**src/rtl/wdt_pkg.sv**
```systemverilog
package wdt_pkg;

    typedef enum logic [1:0] {
        REG_RELOAD = 2'd0,
        REG_CTRL   = 2'd1,
        REG_PULSE  = 2'd2,
        REG_STATUS = 2'd3
    } reg_sel_e;

    localparam logic [15:0] KEY_RUN_A  = 16'hFF00;
    localparam logic [15:0] KEY_RUN_B  = 16'h00FF;
    localparam logic [15:0] KEY_HALT_A = 16'hEE00;
    localparam logic [15:0] KEY_HALT_B = 16'h00EE;

    localparam int WD_FLAG_BIT = 3;

    typedef enum logic [1:0] {
        KEY_IDLE,
        KEY_RUN_ARMED,
        KEY_HALT_ARMED
    } key_state_e;

    typedef enum logic [1:0] {
        CNT_STOPPED,
        CNT_RUNNING,
        CNT_EXPIRED
    } cnt_state_e;

    typedef enum logic {
        PLS_IDLE,
        PLS_ACTIVE
    } pls_state_e;

endpackage

```
**src/rtl/wdt_keyseq.sv**
```systemverilog
module wdt_keyseq
    import wdt_pkg::*;
#(
    parameter int DATA_W = 32
) (
    input  logic              clk,
    input  logic              rst_n,
    input  logic              wr_ctrl,
    input  logic              wr_other,
    input  logic [DATA_W-1:0] wdata,
    output logic              start_evt,
    output logic              stop_evt
);

    localparam logic [DATA_W-1:0] RUN_A  = DATA_W'(KEY_RUN_A);
    localparam logic [DATA_W-1:0] RUN_B  = DATA_W'(KEY_RUN_B);
    localparam logic [DATA_W-1:0] HALT_A = DATA_W'(KEY_HALT_A);
    localparam logic [DATA_W-1:0] HALT_B = DATA_W'(KEY_HALT_B);

    key_state_e state_q, state_d;

    always_comb begin
        state_d = state_q;
        unique case (state_q)
            KEY_IDLE: begin
                if (wr_ctrl && wdata == RUN_A)
                    state_d = KEY_RUN_ARMED;
                else if (wr_ctrl && wdata == HALT_A)
                    state_d = KEY_HALT_ARMED;
            end
            KEY_RUN_ARMED, KEY_HALT_ARMED: begin
                if (wr_ctrl || wr_other)
                    state_d = KEY_IDLE;
            end
            default: state_d = KEY_IDLE;
        endcase
    end

    always_ff @(posedge clk) begin
        if (!rst_n)
            state_q <= KEY_IDLE;
        else
            state_q <= state_d;
    end

    always_comb begin
        start_evt = (state_q == KEY_RUN_ARMED)  && wr_ctrl && (wdata == RUN_B);
        stop_evt  = (state_q == KEY_HALT_ARMED) && wr_ctrl && (wdata == HALT_B);
    end

endmodule

```
**src/rtl/wdt_downcnt.sv**
```systemverilog
module wdt_downcnt
    import wdt_pkg::*;
#(
    parameter int CNT_W = 32
) (
    input  logic             clk,
    input  logic             rst_n,
    input  logic             tick,
    input  logic             start_evt,
    input  logic             stop_evt,
    input  logic [CNT_W-1:0] reload_val,
    output logic [CNT_W-1:0] count,
    output logic             running,
    output logic             expired,
    output logic             expire_evt
);

    localparam logic [CNT_W-1:0] ONE = CNT_W'(1);

    cnt_state_e       state_q, state_d;
    logic [CNT_W-1:0] count_q, count_d;
    logic             exp_q, exp_d;

    always_comb begin
        state_d = state_q;
        count_d = count_q;
        exp_d   = 1'b0;
        unique case (state_q)
            CNT_STOPPED: begin
                if (start_evt)
                    state_d = CNT_RUNNING;
            end
            CNT_RUNNING: begin
                if (tick) begin
                    if (count_q <= ONE) begin
                        count_d = '0;
                        state_d = CNT_EXPIRED;
                        exp_d   = 1'b1;
                    end else begin
                        count_d = count_q - ONE;
                    end
                end
            end
            CNT_EXPIRED: begin
                count_d = count_q;
            end
            default: state_d = CNT_STOPPED;
        endcase
        if (stop_evt) begin
            state_d = CNT_STOPPED;
            count_d = reload_val;
            exp_d   = 1'b0;
        end
    end

    always_ff @(posedge clk) begin
        if (!rst_n) begin
            state_q <= CNT_STOPPED;
            count_q <= '1;
            exp_q   <= 1'b0;
        end else begin
            state_q <= state_d;
            count_q <= count_d;
            exp_q   <= exp_d;
        end
    end

    always_comb begin
        count      = count_q;
        running    = (state_q == CNT_RUNNING);
        expired    = (state_q == CNT_EXPIRED);
        expire_evt = exp_q;
    end

endmodule

```
**src/rtl/wdt_stretch.sv**
```systemverilog
module wdt_stretch
    import wdt_pkg::*;
#(
    parameter int PLS_W = 16
) (
    input  logic             clk,
    input  logic             rst_n,
    input  logic             tick,
    input  logic             trigger,
    input  logic [PLS_W-1:0] len,
    output logic             pulse_out
);

    localparam logic [PLS_W-1:0] ONE = PLS_W'(1);

    pls_state_e       state_q, state_d;
    logic [PLS_W-1:0] rem_q, rem_d;

    always_comb begin
        state_d = state_q;
        rem_d   = rem_q;
        unique case (state_q)
            PLS_IDLE: begin
                if (trigger) begin
                    state_d = PLS_ACTIVE;
                    rem_d   = (len == '0) ? ONE : len;
                end
            end
            PLS_ACTIVE: begin
                if (tick) begin
                    if (rem_q <= ONE) begin
                        state_d = PLS_IDLE;
                        rem_d   = '0;
                    end else begin
                        rem_d = rem_q - ONE;
                    end
                end
            end
            default: state_d = PLS_IDLE;
        endcase
    end

    always_ff @(posedge clk) begin
        if (!rst_n) begin
            state_q <= PLS_IDLE;
            rem_q   <= '0;
        end else begin
            state_q <= state_d;
            rem_q   <= rem_d;
        end
    end

    always_comb begin
        pulse_out = (state_q == PLS_ACTIVE);
    end

endmodule

```
**src/rtl/wdt_top.sv**
```systemverilog
module wdt_top
    import wdt_pkg::*;
#(
    parameter int DATA_W = 32,
    parameter int CNT_W  = 32,
    parameter int PLS_W  = 32
) (
    input  logic              clk,
    input  logic              rst_n,
    input  logic              ref_tick,
    input  logic              bus_wr,
    input  logic [1:0]        bus_addr,
    input  logic [DATA_W-1:0] bus_wdata,
    output logic [DATA_W-1:0] bus_rdata,
    output logic              wd_irq,
    output logic              wd_reset
);

    logic [CNT_W-1:0] reload_q;
    logic [PLS_W-1:0] plen_q;
    logic             flag_q;

    logic wr_reload, wr_ctrl, wr_pulse, wr_status, wr_other;
    logic key_start, key_stop;
    logic [CNT_W-1:0] live_count;
    logic cnt_running, cnt_expired, expire_evt;

    always_comb begin
        wr_reload = bus_wr && (bus_addr == REG_RELOAD);
        wr_ctrl   = bus_wr && (bus_addr == REG_CTRL);
        wr_pulse  = bus_wr && (bus_addr == REG_PULSE);
        wr_status = bus_wr && (bus_addr == REG_STATUS);
        wr_other  = wr_reload || wr_pulse || wr_status;
    end

    always_ff @(posedge clk) begin
        if (!rst_n) begin
            reload_q <= '1;
            plen_q   <= '0;
            flag_q   <= 1'b0;
        end else begin
            if (wr_reload)
                reload_q <= bus_wdata[CNT_W-1:0];
            if (wr_pulse)
                plen_q <= bus_wdata[PLS_W-1:0];
            if (expire_evt)
                flag_q <= 1'b1;
            else if (wr_status && bus_wdata[WD_FLAG_BIT])
                flag_q <= 1'b0;
        end
    end

    wdt_keyseq #(.DATA_W(DATA_W)) u_keys (
        .clk       (clk),
        .rst_n     (rst_n),
        .wr_ctrl   (wr_ctrl),
        .wr_other  (wr_other),
        .wdata     (bus_wdata),
        .start_evt (key_start),
        .stop_evt  (key_stop)
    );

    wdt_downcnt #(.CNT_W(CNT_W)) u_cnt (
        .clk        (clk),
        .rst_n      (rst_n),
        .tick       (ref_tick),
        .start_evt  (key_start),
        .stop_evt   (key_stop),
        .reload_val (reload_q),
        .count      (live_count),
        .running    (cnt_running),
        .expired    (cnt_expired),
        .expire_evt (expire_evt)
    );

    wdt_stretch #(.PLS_W(PLS_W)) u_pulse (
        .clk       (clk),
        .rst_n     (rst_n),
        .tick      (ref_tick),
        .trigger   (expire_evt),
        .len       (plen_q),
        .pulse_out (wd_reset)
    );

    always_comb begin
        bus_rdata = '0;
        unique case (bus_addr)
            REG_RELOAD: bus_rdata = DATA_W'(reload_q);
            REG_CTRL:   bus_rdata = DATA_W'(live_count);
            REG_PULSE:  bus_rdata = DATA_W'(plen_q);
            REG_STATUS: bus_rdata[WD_FLAG_BIT] = flag_q;
            default:    bus_rdata = '0;
        endcase
    end

    assign wd_irq = flag_q;

endmodule

```
**config.mk**
```make
export PLATFORM = sky130hd
export DESIGN_NAME = wdt_top
export DESIGN_NICKNAME = d
export VERILOG_FILES = /design/src/rtl/wdt_pkg.sv /design/src/rtl/wdt_keyseq.sv /design/src/rtl/wdt_downcnt.sv /design/src/rtl/wdt_stretch.sv /design/src/rtl/wdt_top.sv
export SDC_FILE = /design/constraint.sdc
export NUM_CORES = 1
export LEC_CHECK = 0
export ABC_AREA = 1
export BUFFER_PORTS_ARGS = -buffer_cell sky130_fd_sc_hd__buf_4
export CORE_MARGIN = 8
export CORE_UTILIZATION = 45
export CTS_CLUSTER_DIAMETER = 120
export DETAILED_ROUTE_END_ITERATION = 7
export GPL_ROUTABILITY_DRIVEN = 1
export GPL_TIMING_DRIVEN = 0
export PLACE_DENSITY = 0.72
export REMOVE_ABC_BUFFERS = 1
export SLEW_MARGIN = 20
export SYNTH_ARGS = -nofsm -noshare
export SYNTH_HDL_FRONTEND = slang
export SYNTH_SLANG_ARGS = --single-unit
export TNS_END_PERCENT = 5
```
**constraint.sdc**
```tcl
create_clock -name clk -period 1.9 [get_ports clk]
set_clock_uncertainty 0.15 [all_clocks]
set_input_delay 0.38 -clock clk [delete_from_list [all_inputs] [get_ports clk]]
set_output_delay 0.38 -clock clk [all_outputs]
set_load 0.05 [all_outputs]
```
==> out/results.ini, run 1 <==
[cts]
root_buffer = clkbuf_16
path_clk_slew_ns = 0.06
insertion_delay_ns = 0.42
cts_buffers = 17
cts_num_sinks = 135
cts_hold_buf = 0
htreeDepth = 4
clockBufferDepth = 2
cts_tree = built

[placed_design]
port_buffers = 71
place_area_um2 = 8890
pre_cts_slack_ns = -1.72
dp_hpwl_um = 19700
place.gp.congestion = 0.996

[timing]
slew_headroom_pct = 38.3
rsz0062_at_grt = yes
period_share_pct = 104
hold_viol = 0
report.final.slew_viol_count = 0
finalSetupViolations = 30
fin_setup_tns_ns = -1.08
setup_ws_ns = -0.0815
worstMarginPinSlew_ns = 0.925
hold_slack_ns = 0.0497
period_minus_slack_ns = 1.98
fmax_mhz = 505

[global_route]
grt-ovfl-total = 0
grt_pass1_wl_um = 46200
grt_pass1_vias = 8665
grt_max_degree = 129
grt_usage_pct = 25.8
antenna_found_initial = 0

[drt]
via_per_inst = 5.77
drtIter0Drc = 1129
drtPass1Iterations = 7
wl_um = 30200
drc = 0
postRouteAntennaNets = 0
wl_per_cell_um = 18.1
vias = 9629

[synthesis]
syn_inst = 1352
synth.area.mux_share_pct = 0
netlist.area_leader.share_pct = 32.6
synth_xor_area_share_pct = 2.96
synth-seq-cells = 135
synth_top_area_cell = dfxtp_1
synth_common_cells = nand2_1, nor2_1, nand3_1
synthTopCellsByArea = dfxtp_1, nand2_1, nand3_1
synth-simple-area-share_pct = 38.6
syn_area_um2 = 8290
synth_top_family_by_area = simple AND/OR/NAND/NOR gates
yosysWarnings = 0
async_flop_share_pct = 0
syn_area_per_cell_um2 = 6.13
yosysSeqAreaShare_pct = 32.6
synth_ff_type = dfxtp_1
yosysMostFrequentCell = nand2_1
yosys.area_share.adder_pct = 1.06
synth_edf_count = 0
synth_compound_area_share_pct = 14.7
ys_types = 32

[die]
fp.dieArea_um2 = 23000
core_area_um2 = 18000
rows = 49
start_util_pct = 46.0
die_w_um = 152
io-pin-count = 72
chipHeight_um = 152

[worst_setup_path]
worstSetupStartpointType = input port
worstPathRequired_ns = 1.37
critPathCaptureType = output pin
path_cells = buf_4 -> nor2_4 -> buf_12 -> clkinv_8 -> o221ai_1 -> buf_4
critPathMostFrequentCell = buf_4
cp.arrival_ns = 1.45
path_max_fanout = 13
slowest_stage = buf_4
crit_type = in2out
max_stage_delay_ns = 0.25

[final_layout]
layout-drive-gt1-share_pct = 17.7
finalInstanceArea_um2 = 10500
nets = 1474
synthToLayoutAreaGrowth_pct = 26.6
diodes = 0
final_util_pct = 58.3

[worst_hold_path]
hold_path_class = in2reg

[flow_run]
maxCapViolations = 0

[pwr]
leakage_uw = 0.00471
power_density_nw_per_um2 = 664
ir_drop_v = 0.000716

[outcome]
violations = negative setup slack
status = finished, violations left

[cells in the final DEF (no fill, tap or decap), types with 8 or more instances in the layout]
cell type / count
nor2_2: 10
xor2_1: 25
nor2_4: 20
inv_1: 136
o221ai_2: 24
clkbuf_16: 17
dfxtp_1: 123
o211ai_1: 8
nor2_1: 186
a21oi_1: 93
dfxtp_2: 12
o21ai_0: 71
nand2_2: 11
nand3_1: 158
nand4_1: 18
buf_6: 31
nand2_1: 341
buf_4: 65
[registers in the layout (all words and copies together), names as in the netlist]
register and flops:
plen_q 32, reload_q 32, u_cnt.expire_evt 1, u_pulse.rem_q 32, u_cnt.count 32, u_keys.state_q 2, u_cnt.state_q 2, u_pulse.pulse_out 1
wd_irq 1
[power breakdown]
part | switching [uW] | internal [uW]
Sequential | 58.7 | 2900
Combinational | 671 | 332
Clock | 1200 | 1810
Total | 1930 | 5040
[layer usage]
layer	share of wire [%]	vias up	routed length, um	track usage (%)
met4	4.0	0	1220	11.3
met1	43	4416	12900	36.3
met2	42	561	12700	36.9
li1	-	4557	-	-
met5	0	-	0	0
met3	11	95	3330	5.76
[worst max-delay path: cells and delay by family]
family                 cells  cell delay, ns
and+or+nand+nor            1            0.14
buffers and inverters      4            0.70
AOI/OAI and AO/OA          1            0.22
[stage by stage]
step / total power [uW] / std cells
3_3_place_gp: 3850 / 1595
5_1_grt: 7190 / 1668
6_report: 6980 / 1668
2_1_floorplan: 3490 / 1295
3_5_place_dp: 3860 / 1596
4_1_cts: 6940 / 1660
[worst paths after layout]
check / startpoint / endpoint / slack [ns] / cells past startpoint
hold reg to reg: reload_q[29] / reload_q[29] / 0.34 / 2
setup reg to reg: u_cnt.count[0] / u_cnt.count[13] / -0.07 / 12
hold / removal: bus_wdata[27] / reload_q[27] / 0.05 / 3
setup / recovery: bus_addr[0] / bus_rdata[31] / -0.08 / 6
[cell families (layout without fill, tap and decap cells)]
logic type | Yosys count | after routing
buffers and inverters | 207 | 285
adders and majority gates | 7 | 7
AOI/OAI and AO/OA | 213 | 213
and+or+nand+nor | 762 | 771
xor gates and xnor gates | 28 | 28
DFF | 135 | 135
[repair_timing]
item,in CTS,in global routing
pin swaps,19,13
setup buffers,23,7
resized for setup,109,58
setup endpoints to repair,160,141
gates cloned,12,1
[cell type report]
type	count	area [um2]
clock inverters	4	20.0
flip-flops and latches	135	2720
clock buffers	25	505
repair buffers	102	960
well taps	229	287
repair inverters	4	40.0
fillers	1713	7520
multi-input cells	1019	5360
inverters	150	619
No activity file was read; power rests on OpenSTA's default activity.
==> inputs of run 2 (changes only) <==
==> constraint.sdc (replaced) <==
create_clock -name clk -period 1.95 [get_ports clk]
set_clock_uncertainty 0.15 [all_clocks]
set_input_delay 0.39 -clock clk [delete_from_list [all_inputs] [get_ports clk]]
set_output_delay 0.39 -clock clk [all_outputs]
set_load 0.05 [all_outputs]
==> out/results.ini, run 2 (synthesis results as in run 1) <==
[worst_hold_path]
hold_depth = 3  ; unchanged
whs_endpoint = reload_q[27]
min_from = bus_wdata[27]
hold_path_class = in2reg

[timing]
period_share_pct = 104
report.final.slew_viol_count = 0  ; unchanged
fmax_mhz = 494
rsz0062_at_grt = yes
slew_headroom_pct = 37.1  ; -1.3 points
setup_ws_ns = -0.0748  ; +0.00674 ns
worstMarginPinSlew_ns = 0.944  ; +0.0188 ns
finalSetupViolations = 13  ; -57%
period_minus_slack_ns = 2.02
hold_viol = 0  ; unchanged
fin_setup_tns_ns = -0.394  ; +0.684 ns

[final_layout]
nets = 1456  ; -1.2%
layout-drive-gt1-share_pct = 14.9  ; -2.7 points
final_util_pct = 56.7  ; -1.6 points
n_fill_cell = 1767  ; +3.2%
multi_input_area_um2 = 5250  ; -2.0%
ff_latch_area_um2 = 2710  ; -0.18%
synthToLayoutAreaGrowth_pct = 23.2
layout_commonest_cell = nand2_1
diodes = 0  ; unchanged
final_cell_mix = nand2_1, nor2_1, nand3_1

[global_route]
grt_pass1_vias = 8426  ; -2.8%
grt_usage_pct = 25.3  ; -0.50 points
grt_max_degree = 129  ; unchanged
grt_pass1_wl_um = 45200  ; -2.0%
antenna_found_initial = 0  ; unchanged
grt-ovfl-total = 0  ; unchanged

[placed_design]
dp_hpwl_um = 19700  ; unchanged
place.gp.congestion = 0.996  ; unchanged
port_buffers = 71  ; unchanged

[drt]
drtPass1Iterations = 7  ; unchanged
wl_per_cell_um = 17.7  ; -2.0%
drc = 0  ; unchanged
vias = 9433  ; -2.0%
drtIter0Drc = 1075  ; -4.8%
wl_um = 29300  ; -3.1%
postRouteAntennaNets = 0  ; unchanged
via_per_inst = 5.72  ; -0.97%

[worst_setup_path]
critPathCaptureType = output pin
worstSetupStartpointType = input port
cp.arrival_ns = 1.48  ; +0.03 ns
slowest_stage = buf_4
max_stage_delay_ns = 0.25  ; about the same
crit_cells = 7  ; +1
cp_num_buf_inv = 5  ; +1
worst_r2r_path_depth = 10  ; -2
crit_type = in2out
worstPathRequired_ns = 1.41  ; +0.04 ns
rrSetupSlack_ns = 0.02  ; +0.09 ns
r2r-start = u_cnt.count[2]
path_cells = buf_6 -> inv_4 -> nor2_4 -> buf_12 -> clkinv_8 -> o221ai_1 -> buf_4
path_max_fanout = 13  ; unchanged
critPathTopFamily = buffers and inverters
r2r_end = u_cnt.count[23]

[cts]
htreeDepth = 4  ; unchanged
path_clk_slew_ns = 0.06  ; about the same
insertion_delay_ns = 0.43  ; about the same
cts_buffers = 17  ; unchanged
clockBufferDepth = 2  ; unchanged
cts_tree = built
cts_hold_buf = 0  ; unchanged
cts_num_sinks = 135  ; unchanged
root_buffer = clkbuf_16

[die]
core_area_um2 = 18000  ; unchanged
chipHeight_um = 152  ; unchanged
start_util_pct = 46.0  ; unchanged
fp.dieArea_um2 = 23000  ; unchanged
io-pin-count = 72  ; unchanged
rows = 49  ; unchanged
die_w_um = 152  ; unchanged

[outcome]
status = finished, violations left
violations = negative setup slack

[pwr]
ir_drop_v = 0.000722  ; +0.81%
leakage_uw = 0.00458  ; -2.8%
power_density_nw_per_um2 = 666  ; +0.26%

[flow_run]
maxCapViolations = 0  ; unchanged

[run 2: cell count changes in the layout (fill, tap and decap cells not counted), moves of 3 or more]
cell / delta
buf_12: -3
buf_4: -8
buf_6: -4
dfxtp_1: +4
dfxtp_2: -4
nand2_1: +5
nand2_2: -4
nand2_4: -3
nand3_1: +5
nand3_2: -4
nor2_1: +5
nor2_4: -3
o221ai_2: -3
[run 2: cell type report]
cell class / count / share of cell area (%)
multi-input combinational: 1017 / 51.4
sequential: 135 / 26.5
timing repair buffer: 87 / 7.78
inverter: 150 / 6.04
clock buffer: 25 / 4.95
tap: 229 / 2.80
timing repair inverter: 3 / 0.306
clock inverter: 4 / 0.196
[run 2: worst register-to-register path, stage by stage, from the launching register on]
cell,delay [ns]
dfxtp_1,0.36
nor2_1,0.14
nand2_1,0.17
nor2_4,0.26
nand2_1,0.19
nor2_1,0.22
nand2_1,0.08
nand2_1,0.06
nor2_1,0.04
nand2_1,0.07
nand3_1,0.08
[run 2: worst max path at each step]
| stage | from | to | slack (ns) |
|---|---|---|---|
| after CTS | bus_addr[1] | bus_rdata[5] | -0.01 |
| after global routing | u_cnt.count[2] | u_cnt.count[23] | -0.09 |
| final | bus_addr[1] | bus_rdata[5] | -0.07 |
| after detailed placement | bus_addr[1] | bus_rdata[0] | -1.69 |
| after floorplan | bus_addr[1] | bus_rdata[0] | -1.01 |
| after global placement | bus_addr[0] | reload_q[0] | -1.63 |
[run 2: where the power goes]
part	switching [uW]	total (uW)	internal, uW	leakage [uW]
Clock	1190	2950	1760	0.000265
Combinational	649	967	318	0.00322
Sequential	56.5	2880	2830	0.00109
Total	1900	6810	4910	0.00458
[run 2: what timing repair did]
item,4_1_cts,5_1_grt
resized for setup,75,59
pin swaps,9,6
cloned,10,0
setup endpoints to repair,155,124
setup buffers,12,3
[run 2: metal layers]
metal  track usage (%)  part of all wire [%]  vias to the layer above
li1                  -                     -                     4533
met3              5.85                    11                       55
met4              8.92                   2.6                        0
met5                 0                     0                        -
met2              37.0                    43                      509
met1              35.6                    44                     4336
[run 2: metrics by stage]
| stage | power [uW] | instance area [um2] | setup slack (ns) | instances | hold WS [ns] |
|---|---|---|---|---|---|
| after floorplan | 3400 | 8030 | -1.01 | 1295 | 0.296 |
| after global placement | 3750 | 8840 | -1.63 | 1595 | 0.313 |
| after detailed placement | 3770 | 8890 | -1.69 | 1596 | 0.323 |
| after CTS | 6740 | 9930 | -0.0101 | 1647 | 0.0452 |
| after global routing | 6990 | 10200 | -0.0890 | 1650 | 0.0598 |
| final | 6810 | 10200 | -0.0748 | 1650 | 0.0532 |
